## src/rtl/tmr_pkg.sv

```systemverilog
package tmr_pkg;
  typedef enum logic [1:0] {
    MD_TIMER = 2'b00,
    MD_EVENT = 2'b01,
    MD_MEAS  = 2'b10,
    MD_RSVD  = 2'b11
  } tmr_mode_e;

  localparam int BYTE_W = 8;
endpackage

```

## src/rtl/tmr_prescale.sv

```systemverilog
module tmr_prescale #(
  parameter int FAST_LOG = 3,
  parameter int SLOW_LOG = 5
) (
  input  logic       clk,
  input  logic       rst_n,
  input  logic       sub_tick,
  output logic [3:0] ticks
);
  logic [SLOW_LOG-1:0] main_q;
  logic [SLOW_LOG-1:0] sub_q;

  always_ff @(posedge clk) begin
    if (!rst_n) begin
      main_q <= '0;
      sub_q  <= '0;
    end else begin
      main_q <= main_q + 1'b1;
      if (sub_tick) sub_q <= sub_q + 1'b1;
    end
  end

  // Index matches the 2-bit clock select field.
  assign ticks[0] = 1'b1;
  assign ticks[1] = &main_q[FAST_LOG-1:0];
  assign ticks[2] = &main_q;
  assign ticks[3] = sub_tick & (&sub_q);
endmodule

```

## src/rtl/tmr_edge.sv

```systemverilog
module tmr_edge (
  input  logic clk,
  input  logic rst_n,
  input  logic pin,
  output logic rise,
  output logic fall
);
  logic meta_q, sync_q, last_q;

  always_ff @(posedge clk) begin
    if (!rst_n) begin
      meta_q <= 1'b0;
      sync_q <= 1'b0;
      last_q <= 1'b0;
    end else begin
      meta_q <= pin;
      sync_q <= meta_q;
      last_q <= sync_q;
    end
  end

  assign rise = sync_q & ~last_q;
  assign fall = ~sync_q & last_q;
endmodule

```

## src/rtl/tmr_chan.sv

```systemverilog
module tmr_chan
  import tmr_pkg::*;
#(
  parameter int CW = 16
) (
  input  logic            clk,
  input  logic            rst_n,
  input  logic            run,
  input  tmr_mode_e       mode,
  input  logic            edge_fall,
  input  logic            width_sel,
  input  logic            casc_sel,
  input  logic [1:0]      clk_sel,
  input  logic [3:0]      ticks,
  input  logic            rise,
  input  logic            fall,
  input  logic            casc,
  input  logic            wr_lo,
  input  logic            wr_hi,
  input  logic [7:0]      wdata,
  output logic [CW-1:0]   cnt,
  output logic [CW-1:0]   rld,
  output logic            uf
);
  logic tick, pin_ev, down_en, meas_edge;

  assign tick      = ticks[clk_sel];
  assign pin_ev    = edge_fall ? fall : rise;
  assign down_en   = (mode == MD_TIMER) ? tick :
                     (mode == MD_EVENT) ? (casc_sel ? casc : pin_ev) : 1'b0;
  assign meas_edge = (mode == MD_MEAS) && (width_sel ? (rise | fall) : pin_ev);

  always_ff @(posedge clk) begin
    if (!rst_n) begin
      cnt <= '0;
      rld <= '0;
      uf  <= 1'b0;
    end else begin
      uf <= 1'b0;
      if (wr_lo) begin
        rld[7:0] <= wdata;
        if (!run) cnt[7:0] <= wdata;
      end
      if (wr_hi) begin
        rld[CW-1:8] <= wdata[CW-9:0];
        if (!run) cnt[CW-1:8] <= wdata[CW-9:0];
      end
      if (run) begin
        if (meas_edge) begin
          rld <= cnt;
          cnt <= '0;
          uf  <= 1'b1;
        end else if (mode == MD_MEAS && tick) begin
          cnt <= cnt + 1'b1;
        end else if (down_en) begin
          if (cnt == '0) begin
            cnt <= rld;
            uf  <= 1'b1;
          end else begin
            cnt <= cnt - 1'b1;
          end
        end
      end
    end
  end

  AST_DOWN_STEP: assert property (@(posedge clk) disable iff (!rst_n)
    (run && down_en && cnt != '0) |=> (cnt == CW'($past(cnt) - 1'b1)));
  AST_UF_RELOAD: assert property (@(posedge clk) disable iff (!rst_n)
    (run && down_en && cnt == '0) |=> (uf && cnt == $past(rld)));
  AST_FROZEN: assert property (@(posedge clk) disable iff (!rst_n)
    (!run && !wr_lo && !wr_hi) |=> $stable(cnt));
  AST_MEAS_CAPTURE: assert property (@(posedge clk) disable iff (!rst_n)
    (run && meas_edge) |=> (uf && cnt == '0 && rld == $past(cnt)));
  AST_RSVD_IDLE: assert property (@(posedge clk) disable iff (!rst_n)
    (mode == MD_RSVD && !wr_lo && !wr_hi) |=> ($stable(cnt) && !uf));
endmodule

```

## src/rtl/tmr_group.sv

```systemverilog
module tmr_group
  import tmr_pkg::*;
#(
  parameter int NCH      = 3,
  parameter int CW       = 16,
  parameter int ADW      = 5,
  parameter int FAST_LOG = 3,
  parameter int SLOW_LOG = 5
) (
  input  logic           clk,
  input  logic           rst_n,
  input  logic           sub_tick,
  input  logic           bus_wr,
  input  logic [ADW-1:0] bus_addr,
  input  logic [7:0]     bus_wdata,
  output logic [7:0]     bus_rdata,
  input  logic [NCH-1:0] ext_in,
  output logic [NCH-1:0] uf_pulse
);
  localparam int STRIDE_LOG = 3;
  localparam logic [ADW-1:0] START_A = ADW'(NCH << STRIDE_LOG);

  logic [3:0]     ticks;
  logic [NCH-1:0] start_q;
  logic [7:0]     mr_q  [NCH];
  logic [CW-1:0]  cnt_a [NCH];
  logic [CW-1:0]  rld_a [NCH];
  logic [NCH-1:0] uf_a;

  tmr_prescale #(.FAST_LOG(FAST_LOG), .SLOW_LOG(SLOW_LOG)) u_pre (
    .clk(clk), .rst_n(rst_n), .sub_tick(sub_tick), .ticks(ticks)
  );

  always_ff @(posedge clk) begin
    if (!rst_n) start_q <= '0;
    else if (bus_wr && bus_addr == START_A) start_q <= bus_wdata[NCH-1:0];
  end

  for (genvar g = 0; g < NCH; g++) begin : g_ch
    localparam logic [7:0] MR_MASK = (g == 0) ? 8'hF7 : 8'hFF;
    logic hit, wr_lo, wr_hi, rise, fall;

    assign hit   = bus_wr && (bus_addr[ADW-1:STRIDE_LOG] == (ADW-STRIDE_LOG)'(g));
    assign wr_lo = hit && (bus_addr[2:0] == 3'd0 || bus_addr[2:0] == 3'd2);
    assign wr_hi = hit && (bus_addr[2:0] == 3'd1 || bus_addr[2:0] == 3'd3);

    always_ff @(posedge clk) begin
      if (!rst_n) mr_q[g] <= '0;
      else if (hit && bus_addr[2:0] == 3'd4) mr_q[g] <= bus_wdata & MR_MASK;
    end

    tmr_edge u_edge (
      .clk(clk), .rst_n(rst_n), .pin(ext_in[g]), .rise(rise), .fall(fall)
    );

    tmr_chan #(.CW(CW)) u_chan (
      .clk(clk), .rst_n(rst_n), .run(start_q[g]),
      .mode(tmr_mode_e'(mr_q[g][1:0])),
      .edge_fall(mr_q[g][2]), .width_sel(mr_q[g][3]), .casc_sel(mr_q[g][4]),
      .clk_sel(mr_q[g][7:6]), .ticks(ticks), .rise(rise), .fall(fall),
      .casc(uf_a[(g + NCH - 1) % NCH]),
      .wr_lo(wr_lo), .wr_hi(wr_hi), .wdata(bus_wdata),
      .cnt(cnt_a[g]), .rld(rld_a[g]), .uf(uf_a[g])
    );
  end

  always_comb begin
    bus_rdata = '0;
    for (int i = 0; i < NCH; i++) begin
      if (bus_addr[ADW-1:STRIDE_LOG] == (ADW-STRIDE_LOG)'(i)) begin
        case (bus_addr[2:0])
          3'd0:    bus_rdata = cnt_a[i][7:0];
          3'd1:    bus_rdata = 8'(cnt_a[i][CW-1:8]);
          3'd2:    bus_rdata = rld_a[i][7:0];
          3'd3:    bus_rdata = 8'(rld_a[i][CW-1:8]);
          3'd4:    bus_rdata = mr_q[i];
          default: bus_rdata = '0;
        endcase
      end
    end
    if (bus_addr == START_A) bus_rdata = 8'(start_q);
  end

  assign uf_pulse = uf_a;

  AST_START_LOAD: assert property (@(posedge clk) disable iff (!rst_n)
    (bus_wr && bus_addr == START_A) |=> (start_q == $past(bus_wdata[NCH-1:0])));
endmodule

```

## config.mk

```make
export PLATFORM = sky130hd
export DESIGN_NAME = tmr_group
export DESIGN_NICKNAME = d
export VERILOG_FILES = /design/src/rtl/tmr_pkg.sv /design/src/rtl/tmr_prescale.sv /design/src/rtl/tmr_edge.sv /design/src/rtl/tmr_chan.sv /design/src/rtl/tmr_group.sv
export SDC_FILE = /design/constraint.sdc
export NUM_CORES = 1
export LEC_CHECK = 0
export CORE_ASPECT_RATIO = 0.75
export CORE_MARGIN = 5
export CORE_UTILIZATION = 65
export DETAILED_ROUTE_END_ITERATION = 10
export DONT_BUFFER_PORTS = 1
export HOLD_SLACK_MARGIN = 0.03
export PLACE_DENSITY = 0.79
export SLEW_MARGIN = 30
export SYNTH_ARGS = -nofsm -noshare
export SYNTH_HDL_FRONTEND = slang
export SYNTH_SLANG_ARGS = --single-unit
```

## constraint.sdc

```tcl
create_clock -name clk -period 3 [get_ports clk]
set_clock_uncertainty 0.15 [all_clocks]
set_input_delay 0.15 -clock clk [delete_from_list [all_inputs] [get_ports clk]]
set_output_delay 0.15 -clock clk [all_outputs]
set_load 0.1 [all_outputs]
```

==> reports/metrics.yaml, run 1 <==
switching_share_pct: 32.53
power_switching_uw: 1651
die_x_um: 158.9
p_int_uw: 3424
syn_nets: 1399
cts_buffer_depth: 2
numPortBuffers: 0
cp.arrival_ps: 2530
ir_worst_vdd_uv: 414.9
overflow: 0
synth_edf_count: 23
post_drt_wl_per_cell_um: 23.99
rsz0062_at_grt: "false"
worstHoldPathType: "input port to flop"
yosysTopAreaCell: "dfxtp_1"
place_inst: 1502
yosysUniqueCellTypes: 82
combPwrFrac_pct: 16.3
async_flop_share_pct: 0
antenna_found_initial: 0
fmax_mhz: 353.5
final.fill_count: 1264
vias: 11216
initial_utilization_pct: 66.90
layout-drive-gt1-share_pct: 10.79
cts_tree: "yes"
clock_latency_ps: 440
setup_tns_ps: 0
path_clk_slew_ps: 70
fin_cells: 1554
detailedRoute.firstPassIterationCount: 6
synthTopCellsByArea: "dfxtp_1 22%, mux2i_1 9.4%, edfxtp_1 6.4%"
multi_input_area_um2: 7052
syn_to_final_growth_pct: 9.441
finalMaxSlewViolations: 0
p_per_area_nw_per_um2: 428.8
post-route-period-util_pct: 94.29
grt_use_total_pct: 37.64
synth_top_area_share_pct: 22.40
core_area_um2: 16170
finalHoldViolCount: 0
routed_wl_um: 37280
routabilityCongestion: 1.027
maxSlewHeadroom_pct: 25.23
nets: 1369
cts-root-buf: "clkbuf_16"
via_per_inst: 7.218
grt_pass1_vias: 10313
syn_area_um2: 10810
ys_seq_area_share_pct: 28.79
p_seq_share_pct: 40.6
dpl.hpwl_um: 24590
required_ps: 2700
startpoint_type: "input port"
ant_nets: 0
io_pins: 31
synth-seq-cells: 144
pwr-share-clk_pct: 43.2
crit_fanout: 45
drcViolationCount: 0
worstSetupEndpointType: "primary output"
p_leak_uw: 0.004740
setup_violations: 0
h-tree-depth: 4
postCtsSetupRepairBufs: 0
n_antenna_cell: 0
ys_warn_count: 0
die_area_um2: 19340
setup.worst_path.class: "input port to primary output"
grt_max_degree: 53
stdcell_area_um2: 11840
seqCellArea_um2: 3113
outcome: "finished clean"
clock_sinks: 144
postSynthCellCount: 1361
synth_ff_type: "dfxtp_1"
tightest_slew_ps: 1118
finalCriticalPeriod_ps: 2829
synth_area_per_cell_um2: 7.946
dieHeight_um: 121.7
place_area_um2: 11050
finalPower_uw: 5074
num_rows: 40
cts_buffers: 17
drt_iter0_drc: 1945
cap_viol_max_count: 0
grt_pass1_wl_um: 58710
metrics by stage:
step	util, %	hold slack [ps]	worst slack, ps
floorplan	-	127.3	106.1
global placement	68.36	129.3	417.3
detailed placement	68.36	132.7	355.2
CTS	73.37	34.34	302.5
global route	73.21	32.95	110.9
finish	73.21	0.07830	171.3
timing repair:
item / 4_1_cts / 5_1_grt
gates resized for setup: 0 / 0
hold buffers: 20 / 0
endpoints found under the hold margin: 156 / 0
power by group through the flow:
stage | Sequential [uW] | Combinational [uW] | Clock (uW)
after floorplan | 2080 | 597 | 0
after global placement | 2100 | 710 | 0
after detailed placement | 2100 | 718 | 0
after CTS | 2060 | 795 | 2190
after global routing | 2060 | 872 | 2290
final | 2060 | 825 | 2190
state kept, by name (all words and copies together) (netlist names):
| signal | flops |
|---|---|
| g_ch.u_edge.meta_q | 3 |
| start_q | 3 |
| g_ch.u_chan.rld | 48 |
| g_ch.u_edge.sync_q | 3 |
| g_ch.u_edge.last_q | 3 |
| g_ch.u_chan.cnt | 48 |
| u_pre.sub_q | 5 |
| g_ch.u_chan.uf | 3 |
| mr_q | 23 |
| u_pre.main_q | 5 |
placed cells by master, fill, tap and decap left out, types with 17 or more instances in the layout:
cell type  count
a211oi_1      44
a21oi_1       69
a311oi_1      24
a31oi_1       19
and2_1        37
buf_4         71
clkbuf_16     17
dfxtp_1      121
edfxtp_1      23
ha_1          18
inv_1         23
mux2i_1      102
nand2_1       94
nand2b_1      18
nand3_1       39
nor2_1       148
nor3_1        21
o21ai_0       83
o22ai_1       17
xnor2_1       38
xor2_1        26
cell type report:
class | count | share of cell area [%]
Clock buffer | 17 | 3.594
Clock inverter | 15 | 1.554
Inverter | 24 | 0.7612
Multi-Input combinational cell | 1053 | 59.58
Sequential cell | 144 | 26.30
Tap cell | 210 | 2.220
Timing Repair Buffer | 91 | 5.984
worst max-delay path, cell delays in order:
cell and delay, ps:
dlygate4sd3_1 640, nor3_1 80, dlygate4sd3_1 590, buf_4 180, nor2_1 240, a32o_1 300, buf_4 320
path summary, 6_finish.rpt:
kind | startpoint | slack, ps | cells after the start | endpoint
worst max-delay path | bus_addr[1] | 170 | 7 | bus_rdata[0]
worst min-delay path | rst_n | 0.08 | 1 | mr_q[0][5]
worst max register to register | u_pre.sub_q[0] | 230 | 10 | g_ch[0].u_chan.cnt[3]
worst min register to register | g_ch[1].u_edge.meta_q | 310 | 1 | g_ch[1].u_edge.sync_q
synthesized netlist by cell type, types with 14 or more instances:
cell / instances
o221ai_1: 14
mux2i_1: 102
and2_1: 37
buf_2: 29
buf_1: 16
nand2b_1: 18
a21oi_1: 69
dfxtp_1: 121
o21ai_0: 84
clkbuf_1: 83
ha_1: 18
nor3_1: 21
nor3b_1: 14
xor2_1: 26
and3_1: 15
nor2_1: 148
a211oi_1: 47
inv_1: 24
a311oi_1: 25
nand3_1: 39
a221oi_1: 14
a31oi_1: 19
edfxtp_1: 23
nand2_1: 94
xnor2_1: 38
o22ai_1: 17
cell families after synthesis:
logic type / share of synthesized area, %
AOI/OAI and AO/OA: 24.22
xor gates and xnor gates: 5.183
adders and majority gates: 2.083
buffers and inverters: 6.514
DFF: 28.79
muxes: 11.00
and+or+nand+nor: 22.21
layer usage:
layer	GRT usage, %	vias to the layer above	part of all wire (%)
met5	0	-	0
met4	15.45	0	4.5
met3	10.89	162	15
met2	54.64	893	41
met1	52.62	5222	40
li1	-	4939	-
No activity file was read; power rests on OpenSTA's default activity.
==> run 2, diff against run 1 <==
--- a/config.mk
+++ b/config.mk
@@ -12,7 +12,9 @@
 export DONT_BUFFER_PORTS = 1
 export HOLD_SLACK_MARGIN = 0.03
 export PLACE_DENSITY = 0.79
+export RECOVER_POWER = 25
 export SLEW_MARGIN = 30
 export SYNTH_ARGS = -nofsm -noshare
 export SYNTH_HDL_FRONTEND = slang
+export SYNTH_HIERARCHICAL = 1
 export SYNTH_SLANG_ARGS = --single-unit
==> run 2 against run 1 <==
  * Routed wire length up 6.7%
  * Total power up 4.0%
  * Synthesized area up 6.2%
  * Utilization down 0.40 points
  * Highest routed layer unchanged
==> reports/metrics.yaml, run 2 <==
outcome: "finished clean"
place_inst: 1546
postCtsSetupRepairBufs: 0
finalMaxSlewViolations: 0
ant_nets: 0
reg.largest.list: "g_ch.u_chan/cnt: 48 flops, g_ch.u_chan/rld: 48 flops, mr_q: 23 flops"
ys_warn_count: 6
fmax_mhz: 341.0
synth_edf_count: 23
stdcell_area_um2: 12740
crit_chain: "ha_1 -> and3_1 -> ha_1 -> and2_2 -> mux4_2 -> and2_1 -> o21ai_2 -> mux2_2 -> a211o_1"
detailedRoute.firstPassIterationCount: 6
cpMaxStageDelayCell: "mux4_2"
rr_worst_depth: 9
maxSlewHeadroom_pct: 23.29
synth_commonest_cells: "121 x dfxtp_1, 111 x mux2i_1, 104 x nand2_1"
finalHoldViolCount: 0
critPathMaxStageDelay_ps: 530
synth_top_area_share_pct: 21.09
grt_pass1_vias: 10418
place_area_um2: 11940
initial_utilization_pct: 65.64
finalPower_uw: 5277
cp.arrival_ps: 3120
setup.worst_path.class: "flop to flop"
crit_start: "u_pre/sub_q[1]"
cts_tree: "yes"
layout_commonest_cell: "dfxtp_1"
endpoint: "g_ch[2].u_chan/cnt[14]"
layout-drive-gt1-share_pct: 14.69
r2r-end: "g_ch[2].u_chan/cnt[14]"
yosysTopAreaCell: "dfxtp_1"
vias: 11598
startpoint_type: "flop"
ir_worst_vdd_uv: 357.0
fin_cells: 1598
hold_ws_ps: 90.61
cap_viol_max_count: 0
worstHoldPathType: "input port to flop"
grt_use_total_pct: 37.81
antenna_found_initial: 1
ys_seq_area_share_pct: 27.10
via_per_inst: 7.258
path_clk_slew_ps: 70
async_flop_share_pct: 0
numPortBuffers: 0
die_area_um2: 20460
setup_tns_ps: 0
required_ps: 3190
post-route-period-util_pct: 97.75
synth-seq-cells: 144
clock_latency_ps: 440
use_met1_pct: 54.80
setup_violations: 0
use_met3_pct: 13.29
yosysUniqueCellTypes: 96
syn_to_final_growth_pct: 10.91
cts-root-buf: "clkbuf_16"
nets: 1376
die_x_um: 163.5
finalCriticalPeriod_ps: 2932
worstSetupEndpointType: "flop"
synth_ff_type: "dfxtp_1"
worst-r2r-setup-slack_ps: 70
core_area_um2: 17500
p_per_area_nw_per_um2: 414.2
cts_buffers: 17
p_leak_uw: 0.005406
overflow: 0
post_drt_wl_per_cell_um: 24.88
dpl.hpwl_um: 26250
drcViolationCount: 0
dieHeight_um: 125.1
synthTopCellsByArea: "dfxtp_1 21%, mux2i_1 9.7%, edfxtp_1 6.0%"
tightest_slew_ps: 1156
routed_wl_um: 39760
drt_iter0_drc: 1969
routabilityCongestion: 1.038
grtUsageMet2_pct: 51.56
yosysMostFrequentCell: "dfxtp_1"
cts_buffer_depth: 2
synth_area_per_cell_um2: 8.534
cpMostUsedCell: "ha_1"
rsz0062_at_grt: "false"
grt_pass1_wl_um: 60950
busiest_layer: "met1"
layout_common_cells: "121 x dfxtp_1, 111 x mux2i_1, 103 x nand2_1"
r2r_start: "u_pre/sub_q[1]"
num_rows: 42
grt_max_degree: 88
io_pins: 31
crit_fanout: 5
postSynthCellCount: 1346
h-tree-depth: 4
syn_area_um2: 11490
clock_sinks: 144
[run 2: cell count changes after synthesis, sizes merged, moves of 15 or more]
| cell | previous run | this run |
|---|---|---|
| a311oi | 25 | 0 |
| o21ai | 97 | 57 |
| nor2b | 10 | 25 |
| a211oi | 47 | 24 |
| nor2 | 151 | 72 |
| o211a | 3 | 51 |
| mux2 | 11 | 36 |
| a21oi | 69 | 51 |
[run 2: layout make-up]
class | instances | area [um^2]
multi-input cells | 1052 | 7767
fillers | 1324 | 4758
flip-flops and latches | 144 | 3113
repair buffers | 103 | 852.1
clock buffers | 17 | 425.4
well taps | 242 | 302.8
clock inverters | 15 | 187.7
inverters | 24 | 90.09
diodes | 1 | 2.502
[run 2: report_power, final]
group	switching, uW	total, uW	internal [uW]
clock	1030	2240	1200
combinational	594	970	375
sequential	62.4	2070	2010
total	1690	5280	3590
[run 2: worst min path at each step]
stage                      startpoint                      to  slack (ps)  cells after the start
after detailed placement    ext_in[2]   g_ch[2].u_edge/meta_q         120                      1
after global placement      ext_in[1]   g_ch[1].u_edge/meta_q         130                      1
after CTS                       rst_n  g_ch[1].u_chan/cnt[14]          30                      2
after floorplan             ext_in[0]   g_ch[0].u_edge/meta_q         120                      1
final                     bus_addr[2]   g_ch[1].u_chan/cnt[6]          90                      4
after global routing            rst_n   g_ch[1].u_chan/cnt[3]          90                      2
[run 2: layer usage]
layer  vias up  share of wire [%]
li1       5036                  -
met1      5430                 39
met2       944                 39
met3       188                 17
met4         0                4.7
met5         -                  0
[run 2: critical path, delay by kind of cell, from the launching register on]
family	cells	cell delay, ps
DFF	1	330
adders and majority gates	2	370
AOI/OAI and AO/OA	2	470
and+or+nand+nor	3	620
muxes	2	890
[run 2: kinds of logic after synthesis]
logic type	Yosys count	synth area share [%]
AOI/OAI and AO/OA	370	24.25
xor gates and xnor gates	62	4.727
adders and majority gates	14	1.525
buffers and inverters	151	6.219
DFF	144	27.10
muxes	153	14.51
other	2	0.06538
and+or+nand+nor	450	21.61
[run 2: per-stage QoR]
| step | utilization (%) | setup slack [ps] |
|---|---|---|
| 2_1_floorplan | - | 3.153 |
| 3_3_place_gp | 68.23 | 166.7 |
| 3_5_place_dp | 68.23 | 94.39 |
| 4_1_cts | 72.92 | 82.97 |
| 5_1_grt | 72.81 | 2.742 |
| 6_report | 72.81 | 67.57 |
[run 2: what timing repair did]
action / CTS / global route
hold endpoints to repair: 167 / 0
endpoints found under the setup margin: 0 / 5
gates resized for setup: 0 / 3
hold buffers: 19 / 0
